$ cat config.mk
export PLATFORM = sky130hd
export DESIGN_NAME = ctl_ep_fifo
export DESIGN_NICKNAME = d
export VERILOG_FILES = /design/src/rtl/ctl_ep_pkg.sv /design/src/rtl/ep_fifo_store.sv /design/src/rtl/ep_seq.sv /design/src/rtl/ep_count_reg.sv /design/src/rtl/ctl_ep_fifo.sv
export SDC_FILE = /design/constraint.sdc
export NUM_CORES = 1
export LEC_CHECK = 0
export BUFFER_PORTS_ARGS = -buffer_cell sky130_fd_sc_hd__buf_2
export CAP_MARGIN = 10
export CORE_MARGIN = 10
export CORE_UTILIZATION = 59
export CTS_CLUSTER_DIAMETER = 30
export CTS_CLUSTER_SIZE = 14
export DETAILED_ROUTE_END_ITERATION = 16
export PLACE_DENSITY = 0.88
export SYNTH_ARGS = -nofsm -noshare
export SYNTH_HDL_FRONTEND = slang
export SYNTH_SLANG_ARGS = --single-unit
$ cat constraint.sdc
create_clock -name clk -period 4.2 [get_ports clk]
set_clock_uncertainty 0.05 [all_clocks]
set_input_delay 0.84 -clock clk [delete_from_list [all_inputs] [get_ports clk]]
set_output_delay 0.84 -clock clk [all_outputs]
set_load 0.01 [all_outputs]
$ cat src/rtl/ctl_ep_pkg.sv
// Package: shared types for the control endpoint FIFO.
// Assumes: nothing beyond a standard elaboration order (compiled first).
package ctl_ep_pkg;
    typedef enum logic [1:0] {
        EP_IDLE     = 2'd0,
        EP_CMD_HELD = 2'd1,
        EP_TX       = 2'd2
    } ep_state_e;
endpackage

$ cat src/rtl/ep_fifo_store.sv
// Module: ep_fifo_store
// Storage array with read/write pointers and an occupancy counter.
// Assumes: push and pop arrive already gated against full and empty;
// flush takes precedence over both pointer updates.
module ep_fifo_store #(
    parameter int DW    = 8,
    parameter int DEPTH = 16,
    localparam int AW   = $clog2(DEPTH),
    localparam int CW   = $clog2(DEPTH + 1)
) (
    input  logic          clk,
    input  logic          rst_n,
    input  logic          push,
    input  logic          pop,
    input  logic          flush,
    input  logic [DW-1:0] wdata,
    output logic [DW-1:0] rdata,
    output logic [CW-1:0] count,
    output logic          full,
    output logic          empty
);
    logic [DW-1:0] mem [DEPTH];
    logic [AW-1:0] wr_ptr;
    logic [AW-1:0] rd_ptr;

    // Write the incoming byte into the slot under the write pointer.
    always_ff @(posedge clk) begin
        if (push && !flush) begin
            mem[wr_ptr] <= wdata;
        end
    end

    // Advance pointers and occupancy; flush resets them all.
    always_ff @(posedge clk) begin
        if (!rst_n || flush) begin
            wr_ptr <= '0;
            rd_ptr <= '0;
            count  <= '0;
        end else begin
            if (push) begin
                wr_ptr <= (wr_ptr == AW'(DEPTH - 1)) ? '0 : wr_ptr + 1'b1;
            end
            if (pop) begin
                rd_ptr <= (rd_ptr == AW'(DEPTH - 1)) ? '0 : rd_ptr + 1'b1;
            end
            count <= count + CW'(push) - CW'(pop);
        end
    end

    // Present the head byte and the occupancy flags.
    always_comb begin
        rdata = mem[rd_ptr];
        full  = (count == CW'(DEPTH));
        empty = (count == '0);
    end
endmodule

$ cat src/rtl/ep_seq.sv
// Module: ep_seq
// Direction sequencer: idle receive, command held, transmit.
// Assumes: host_setup outranks every other request; reply_needed outranks
// a processor pop in the held state; CMD_LEN does not exceed the depth.
module ep_seq
    import ctl_ep_pkg::*;
#(
    parameter int CW      = 5,
    parameter int CMD_LEN = 8
) (
    input  logic          clk,
    input  logic          rst_n,
    input  logic          host_setup,
    input  logic          host_wr_valid,
    input  logic          host_rd,
    input  logic          reply_needed,
    input  logic          proc_wr,
    input  logic          proc_rd,
    input  logic [CW-1:0] count,
    input  logic          full,
    input  logic          empty,
    output logic          push,
    output logic          pop,
    output logic          flush,
    output logic          from_proc,
    output ep_state_e     state,
    output logic          irq
);
    ep_state_e nxt;
    logic      irq_nxt;

    // Decide the accepted push/pop, flushes and the next state.
    always_comb begin
        push      = 1'b0;
        pop       = 1'b0;
        flush     = 1'b0;
        irq_nxt   = 1'b0;
        nxt       = state;
        from_proc = (state == EP_TX);
        if (host_setup) begin
            flush = 1'b1;
            nxt   = EP_IDLE;
        end else begin
            case (state)
                EP_IDLE: begin
                    if (host_wr_valid && !full) begin
                        push = 1'b1;
                        if (count == CW'(CMD_LEN - 1)) begin
                            nxt     = EP_CMD_HELD;
                            irq_nxt = 1'b1;
                        end
                    end
                end
                EP_CMD_HELD: begin
                    if (reply_needed) begin
                        flush = 1'b1;
                        nxt   = EP_TX;
                    end else if (proc_rd && !empty) begin
                        pop = 1'b1;
                    end
                end
                EP_TX: begin
                    push = proc_wr && !full;
                    pop  = host_rd && !empty;
                    if (pop && !push && count == CW'(1)) begin
                        flush = 1'b1;
                        nxt   = EP_IDLE;
                    end
                end
                default: nxt = EP_IDLE;
            endcase
        end
    end

    // Register the state and the one-cycle command interrupt.
    always_ff @(posedge clk) begin
        if (!rst_n) begin
            state <= EP_IDLE;
            irq   <= 1'b0;
        end else begin
            state <= nxt;
            irq   <= irq_nxt;
        end
    end
endmodule

$ cat src/rtl/ep_count_reg.sv
// Module: ep_count_reg
// Formats occupancy into the read-only register: occupancy minus one in
// the low field, zero when empty, upper bits reading zero.
// Assumes: REG_W is at least BC_W and BC_W can hold DEPTH - 1.
module ep_count_reg #(
    parameter int CW    = 5,
    parameter int BC_W  = 8,
    parameter int REG_W = 32
) (
    input  logic [CW-1:0]    count,
    output logic [REG_W-1:0] reg_val
);
    logic [BC_W-1:0] field;

    // Build the minus-one field and zero-extend it.
    always_comb begin
        field   = (count == '0) ? '0 : BC_W'(count - 1'b1);
        reg_val = REG_W'(field);
    end
endmodule

$ cat src/rtl/ctl_ep_fifo.sv
// Module: ctl_ep_fifo (top)
// Control endpoint FIFO shared by both directions, steered by ep_seq.
// Assumes: single clock, synchronous active-low reset, one-cycle strobes.
module ctl_ep_fifo
    import ctl_ep_pkg::*;
#(
    parameter int DW      = 8,
    parameter int DEPTH   = 16,
    parameter int CMD_LEN = 8,
    parameter int BC_W    = 8,
    parameter int REG_W   = 32
) (
    input  logic             clk,
    input  logic             rst_n,
    input  logic             host_setup,
    input  logic             host_wr_valid,
    input  logic [DW-1:0]    host_wr_data,
    input  logic             host_rd,
    output logic [DW-1:0]    host_rd_data,
    input  logic             reply_needed,
    input  logic             proc_wr,
    input  logic [DW-1:0]    proc_wr_data,
    input  logic             proc_rd,
    output logic [DW-1:0]    proc_rd_data,
    output logic [REG_W-1:0] byte_count_reg,
    output logic             fifo_empty,
    output logic             fifo_full,
    output logic             dir_tx,
    output logic             cmd_irq
);
    localparam int CW = $clog2(DEPTH + 1);

    logic          push, pop, flush, from_proc;
    logic [CW-1:0] count;
    logic [DW-1:0] wdata, rdata;
    ep_state_e     state_q;

    ep_seq #(.CW(CW), .CMD_LEN(CMD_LEN)) u_seq (
        .clk(clk), .rst_n(rst_n), .host_setup(host_setup),
        .host_wr_valid(host_wr_valid), .host_rd(host_rd),
        .reply_needed(reply_needed), .proc_wr(proc_wr), .proc_rd(proc_rd),
        .count(count), .full(fifo_full), .empty(fifo_empty),
        .push(push), .pop(pop), .flush(flush), .from_proc(from_proc),
        .state(state_q), .irq(cmd_irq)
    );

    ep_fifo_store #(.DW(DW), .DEPTH(DEPTH)) u_store (
        .clk(clk), .rst_n(rst_n), .push(push), .pop(pop), .flush(flush),
        .wdata(wdata), .rdata(rdata), .count(count),
        .full(fifo_full), .empty(fifo_empty)
    );

    ep_count_reg #(.CW(CW), .BC_W(BC_W), .REG_W(REG_W)) u_bc (
        .count(count), .reg_val(byte_count_reg)
    );

    // Select the write source from the current direction.
    always_comb begin
        wdata  = from_proc ? proc_wr_data : host_wr_data;
        dir_tx = (state_q == EP_TX);
    end

    // Capture popped bytes on the side that owns the current direction.
    always_ff @(posedge clk) begin
        if (!rst_n) begin
            proc_rd_data <= '0;
            host_rd_data <= '0;
        end else if (pop) begin
            if (state_q == EP_TX) begin
                host_rd_data <= rdata;
            end else begin
                proc_rd_data <= rdata;
            end
        end
    end
endmodule

==> impl_metrics.py, run 1 <==
metrics = {
    "run_status": {
        "outcome": "completed",
    },
    "grt": {
        "grt_start_max_net_pins": 33,
        "grt_pass1_wl_mm": 23.78,
        "globalRouteTotalUtil_pct": 18.99,
        "grt_pass1_vias": 4197,
        "antenna_found_initial": 0,
        "overflow": 0,
    },
    "clock_tree": {
        "clockBufferDepth": 2,
        "clk_latency_ps": 430,
        "cts_tree": "yes",
        "cts_resized": 0,
        "cts_buffers": 17,
        "htreeDepth": 4,
        "post_cts_buffers": 0,
        "cts_root_buf": "clkbuf_16",
        "cts.sinks": 164,
        "path_clk_slew_ps": 60,
        "hold_buffers": 0,
    },
    "sta": {
        "setup_viol": 0,
        "rsz0062_at_grt": "false",
        "fin_crit_sh_pct": 75.27,
        "worst_pin_slew_ps": 1058,
        "period_needed_ps": 3161,
        "timing.final.ws_setup_ps": 1039,
        "max_freq_ghz": 0.3163,
        "whs_ps": 444.1,
        "tns_ps": 0,
        "slew-limit-headroom_pct": 29.40,
        "hold_viol": 0,
        "maxSlewViolCount": 0,
    },
    "floorplan": {
        "die_w_um": 130.3,
        "ios": 76,
        "fp.dieH_um": 130.3,
        "dieArea_um2": 16970,
        "initial_core_util_pct": 59.99,
        "fp-row-count": 40,
        "core-area_um2": 11960,
    },
    "pwr": {
        "p_leak_nw": 2.829,
        "total_power_mw": 3.496,
        "peakVddDrop_mv": 0.2783,
        "power_switching_uw": 712.5,
        "p_clk_share_pct": 46.9,
        "intPower_mw": 2.784,
        "swShare_pct": 20.38,
        "p_comb_share_pct": 2.9,
        "seq_power_share_pct": 50.2,
        "p_per_area_nw_per_um2": 434.3,
    },
    "drt": {
        "num_vias": 4054,
        "firstDrtPassIters": 5,
        "viasPerCell": 6.152,
        "initialDrtViolationCount": 465,
        "routed_wl_mm": 15.27,
        "ant_nets": 0,
        "avgRoutedWirePerCell_um": 23.17,
        "drc": 0,
    },
    "logic_synthesis": {
        "synth_area_leader_cell": "edfxtp_1",
        "synth_cells": 451,
        "synthTopCellsByArea": "edfxtp_1 54%, dfxtp_1 10%, mux4_2 10%",
        "synthFlopType": "edfxtp_1",
        "async_flop_share_pct": 0,
        "avgSynthCellArea_um2": 15.91,
        "synth_top_area_share_pct": 53.57,
        "seq_area_frac_synth_pct": 63.61,
        "ys_ff_latch": 164,
        "syn_area_um2": 7176,
        "yosysWarningCount": 0,
        "synth_edf_count": 128,
        "ys_types": 57,
    },
    "worst_setup_path": {
        "worstSetupEndpointType": "register",
        "ff2ff_setup_slack_ps": 1040,
        "cp.arrival_ps": 3470,
        "reg2reg_to": "u_store.count[4]",
        "cp-start-kind": "register",
        "required_ps": 4510,
        "crit_fanout": 14,
        "rr_worst_depth": 13,
        "crit-reg2reg-launch": "u_seq.state[0]",
        "startpoint": "u_seq.state[0]",
        "path_class": "reg2reg",
    },
    "min_path": {
        "hp-class": "reg2reg",
        "holdPathEnd": "u_seq.state[1]",
        "min-delay-start": "u_seq.state[1]",
        "hold_depth": 2,
    },
    "final_layout": {
        "syn2layout_area_growth_pct": 12.19,
        "drive_gt1_share_pct": 28.71,
        "finish.utilization_pct": 67.30,
        "final_cell_area_um2": 8050,
        "insertedDiodeCount": 0,
        "final_nets": 547,
        "fill_cells": 754,
        "final_cells": 659,
    },
    "place": {
        "io_buffer_count": 51,
        "dp_cells": 627,
        "place_congestion": 0.8532,
        "dp_slack_ps": 1072,
        "hpwlAfterDp_mm": 10.18,
        "dpl-instance-area_um2": 7422,
    },
    "run": {
        "drv_cap": 0,
    },
}
[power by group through the flow]
stage / Combinational, mW / Sequential [mW] / Clock, mW
3_3_place_gp: 0.0935 / 1.79 / 0
2_1_floorplan: 0.0795 / 1.79 / 0
5_1_grt: 0.110 / 1.76 / 1.73
6_report: 0.0998 / 1.76 / 1.64
4_1_cts: 0.0992 / 1.76 / 1.66
3_5_place_dp: 0.0974 / 1.79 / 0
[kinds of logic after synthesis]
group	count (synthesis)	share of synthesized area, %
other cells	1	0.05226
xor+xnor	5	0.6104
flops	164	63.61
fa+ha+maj	24	4.290
buf+inv	68	5.336
compound gates	46	5.475
mux	59	13.95
simple gates	84	6.678
[worst max-delay path, stage by stage (launching register included)]
cell,delay (ps)
dfxtp_1,330
inv_1,110
ha_1,570
nand2_1,100
a211o_2,400
inv_1,140
ha_1,140
inv_1,40
ha_1,200
fa_1,400
nand2b_1,90
a21oi_1,70
or3_1,310
a21oi_1,140
[worst max path at each step]
stage                                    to  slack [ps]  cells after the start
after floorplan           u_store.mem[3][0]        1110                      6
after global placement     u_store.count[4]        1130                     12
after detailed placement   u_store.count[4]        1070                     12
after CTS                  u_store.count[4]        1060                     13
after global routing       u_store.count[4]         790                     13
final                      u_store.count[4]        1040                     13
[routing by layer]
| metal | vias up | wire, um | track usage, % |
|---|---|---|---|
| met5 | - | 0 | 0 |
| met4 | 0 | 264 | 6.878 |
| met3 | 23 | 1346 | 5.761 |
| met2 | 205 | 7561 | 30.30 |
| li1 | 1787 | - | - |
| met1 | 2039 | 6100 | 24.10 |
[cell usage after synthesis (all sizes together), types with 3 or more instances]
cell	instances
mux2	8
inv	19
edfxtp	128
mux2i	19
nor2	14
a21oi	10
nand3	17
o221ai	16
xnor2	3
nor2b	4
dfxtp	36
ha	23
buf	37
nand2	13
clkbuf	12
mux4	32
o21ai	5
and3	14
[flip-flops by register name, indices dropped and copies added, names as in the netlist, named ones only]
name            flops
u_store.count       5
u_store.rd_ptr      4
u_store.mem       128
u_seq.irq           1
u_store.wr_ptr      4
u_seq.state         2
host_rd_data        8
proc_rd_data        8
[layout make-up]
class	instances	area, um2	area share (%)
flip-flops and latches	164	4567	56.73
inverters	19	71.32	0.8859
multi-input cells	242	2315	28.75
repair buffers	55	285.3	3.544
well taps	147	183.9	2.285
clock buffers	17	425.4	5.284
clock inverters	15	202.7	2.518
[cells in the final DEF (no fill, tap or decap), types with 10 or more instances in the layout]
master	Yosys	final
dfxtp_1	36	34
inv_1	19	19
edfxtp_1	128	128
mux4_2	32	32
and3_1	13	13
buf_2	5	51
conb_1	1	24
a21oi_1	10	10
nor2_1	14	14
ha_1	23	23
clkbuf_16	0	17
nand2_1	13	13
nand3_1	17	17
mux2i_1	19	19
No activity file was read; power rests on OpenSTA's default activity.
==> run 2, diff against run 1 <==
==> constraint.sdc (replaced) <==
create_clock -name clk -period 3.15 [get_ports clk]
set_clock_uncertainty 0.05 [all_clocks]
set_input_delay 0.63 -clock clk [delete_from_list [all_inputs] [get_ports clk]]
set_output_delay 0.63 -clock clk [all_outputs]
set_load 0.01 [all_outputs]
==> run 2 against run 1 <==
Effect of this change:
- final area is 0.47% higher
- non-clock buffer count is 4 higher
- combinational power is 36% higher
- worst setup slack worse by 840 ps
- die area stayed put
- cell count is 0.61% higher
- critical path depth stayed put
- register-to-register slack worse by 840 ps
- via count hardly changed
- critical path type unchanged
- largest cell class unchanged
- largest power group unchanged
- highest routed layer unchanged
==> impl_metrics.py, run 2 (same netlist as run 1, synthesis figures left out) <==
metrics = {
    "run_status": {
        "outcome": "completed",
    },
    "worst_setup_path": {
        "cp-start-kind": "register",
        "slowest_delay_ps": 400,
        "required_ps": 3450,
        "worstPathCellList": "inv_1 -> ha_1 -> and3b_1 -> a211o_2 -> inv_1 -> ha_1 -> inv_1 -> ha_1 -> fa_1 -> nand2b_1 -> a21oi_1 -> or3_1 -> a21oi_1",
        "crit_fanout": 6,
        "critPathTopFamily": "adder cells",
        "crit-reg2reg-launch": "u_store.count[2]",
        "cp.arrival_ps": 3250,
        "cp_num_buf_inv": 3,
        "path_class": "reg2reg",
        "crit_slowest_cell": "fa_1",
        "startpoint": "u_store.count[2]",
        "worstSetupEndpointType": "register",
    },
    "final_layout": {
        "drive_gt1_share_pct": 28.29,
        "top_register": "u_store.mem",
        "top_regs": "u_store.mem (128), host_rd_data (8), proc_rd_data (8)",
        "finish.utilization_pct": 67.62,
        "final_nets": 551,
        "fill_cells": 752,
        "largest_register_ffs": 128,
        "final_cell_area_um2": 8088,
        "final_cell_mix": "128 x edfxtp_1, 51 x buf_2, 34 x dfxtp_1",
        "insertedDiodeCount": 0,
        "syn2layout_area_growth_pct": 12.71,
        "layout_commonest_cell": "edfxtp_1",
    },
    "sta": {
        "whs_ps": 433.5,
        "worst_pin_slew_ps": 818.7,
        "tns_ps": 0,
        "period_needed_ps": 2950,
        "hold_viol": 0,
        "max_freq_ghz": 0.3390,
        "fin_crit_sh_pct": 93.66,
        "slew-limit-headroom_pct": 45.35,
        "maxSlewViolCount": 0,
        "setup_viol": 0,
        "rsz0062_at_grt": "false",
    },
    "floorplan": {
        "initial_core_util_pct": 59.99,
        "fp-row-count": 40,
        "core-area_um2": 11960,
        "ios": 76,
        "fp.dieH_um": 130.3,
        "dieArea_um2": 16970,
        "die_w_um": 130.3,
    },
    "place": {
        "io_buffer_count": 51,
        "hpwlAfterDp_mm": 10.20,
        "place_congestion": 0.8801,
        "dpl-instance-area_um2": 7463,
    },
    "pwr": {
        "p_per_area_nw_per_um2": 577.5,
        "intPower_mw": 3.778,
        "p_comb_share_pct": 2.9,
        "seq_power_share_pct": 50.1,
        "p_clk_share_pct": 46.9,
        "peakVddDrop_mv": 0.2703,
        "power_switching_uw": 892.2,
        "p_leak_nw": 2.844,
        "swShare_pct": 19.10,
    },
    "drt": {
        "initialDrtViolationCount": 361,
        "viasPerCell": 6.110,
        "firstDrtPassIters": 5,
        "routed_wl_mm": 15.56,
        "ant_nets": 0,
        "num_vias": 4051,
        "avgRoutedWirePerCell_um": 23.47,
        "drc": 0,
    },
    "clock_tree": {
        "clockBufferDepth": 2,
        "cts_root_buf": "clkbuf_16",
        "post_cts_buffers": 0,
        "clk_latency_ps": 420,
        "hold_buffers": 0,
        "cts.sinks": 164,
        "htreeDepth": 4,
        "cts_buffers": 17,
        "cts_resized": 0,
        "cts_tree": "yes",
        "path_clk_slew_ps": 60,
    },
    "grt": {
        "grt_start_max_net_pins": 33,
        "grt_pass1_vias": 4213,
        "grt_pass1_wl_mm": 23.95,
        "antenna_found_initial": 0,
        "globalRouteTotalUtil_pct": 19.14,
        "overflow": 0,
    },
    "min_path": {
        "hp-class": "reg2reg",
        "min-delay-start": "host_rd_data[6]",
    },
    "run": {
        "drv_cap": 0,
    },
}
## run 2: final cells by class
class / instances / area (um2) / area share [%]
Clock inverter: 11 / 182.7 / 2.259
Inverter: 19 / 71.32 / 0.8818
Timing Repair Buffer: 59 / 327.8 / 4.053
Sequential cell: 164 / 4567 / 56.47
Clock buffer: 21 / 440.4 / 5.446
Multi-Input combinational cell: 242 / 2315 / 28.62
Tap cell: 147 / 183.9 / 2.274
## run 2: stage by stage
step | power [mW] | std cells | setup WS (ps)
floorplan | 2.492 | 474 | 61.32
global placement | 2.513 | 631 | 286.4
detailed placement | 2.521 | 631 | 210.1
CTS | 4.692 | 663 | 179.0
global route | 4.790 | 663 | 15.83
finish | 4.671 | 663 | 199.8
## run 2: path summary, 6_finish.rpt
path / slack (ps) / depth (start not counted) / endpoint
min reg2reg: 430 / 2 / host_rd_data[6]
max reg2reg: 200 / 13 / u_store.count[4]
max: 200 / 13 / u_store.count[4]
min: 430 / 2 / host_rd_data[6]
## run 2: power by group through the flow
stage / Clock (mW) / Combinational [mW] / Sequential (mW)
finish: 2.19 / 0.136 / 2.34
global route: 2.30 / 0.148 / 2.34
CTS: 2.22 / 0.134 / 2.34
detailed placement: 0 / 0.133 / 2.39
global placement: 0 / 0.126 / 2.39
floorplan: 0 / 0.106 / 2.39
## run 2: metal layers
| layer | up-vias | GRT usage [%] | part of all wire (%) |
|---|---|---|---|
| met5 | - | 0 | 0 |
| met2 | 189 | 32.40 | 51 |
| met1 | 2044 | 23.86 | 41 |
| li1 | 1798 | - | - |
| met3 | 20 | 4.422 | 7.0 |
| met4 | 0 | 6.151 | 1.4 |
## run 2: worst register-to-register path: stages (launching register included)
cell and delay (ps):
dfxtp_1 370, inv_1 120, ha_1 270, and3b_1 200, a211o_2 360, inv_1 130
ha_1 130, inv_1 40, ha_1 200, fa_1 400, nand2b_1 100, a21oi_1 80
or3_1 300, a21oi_1 150
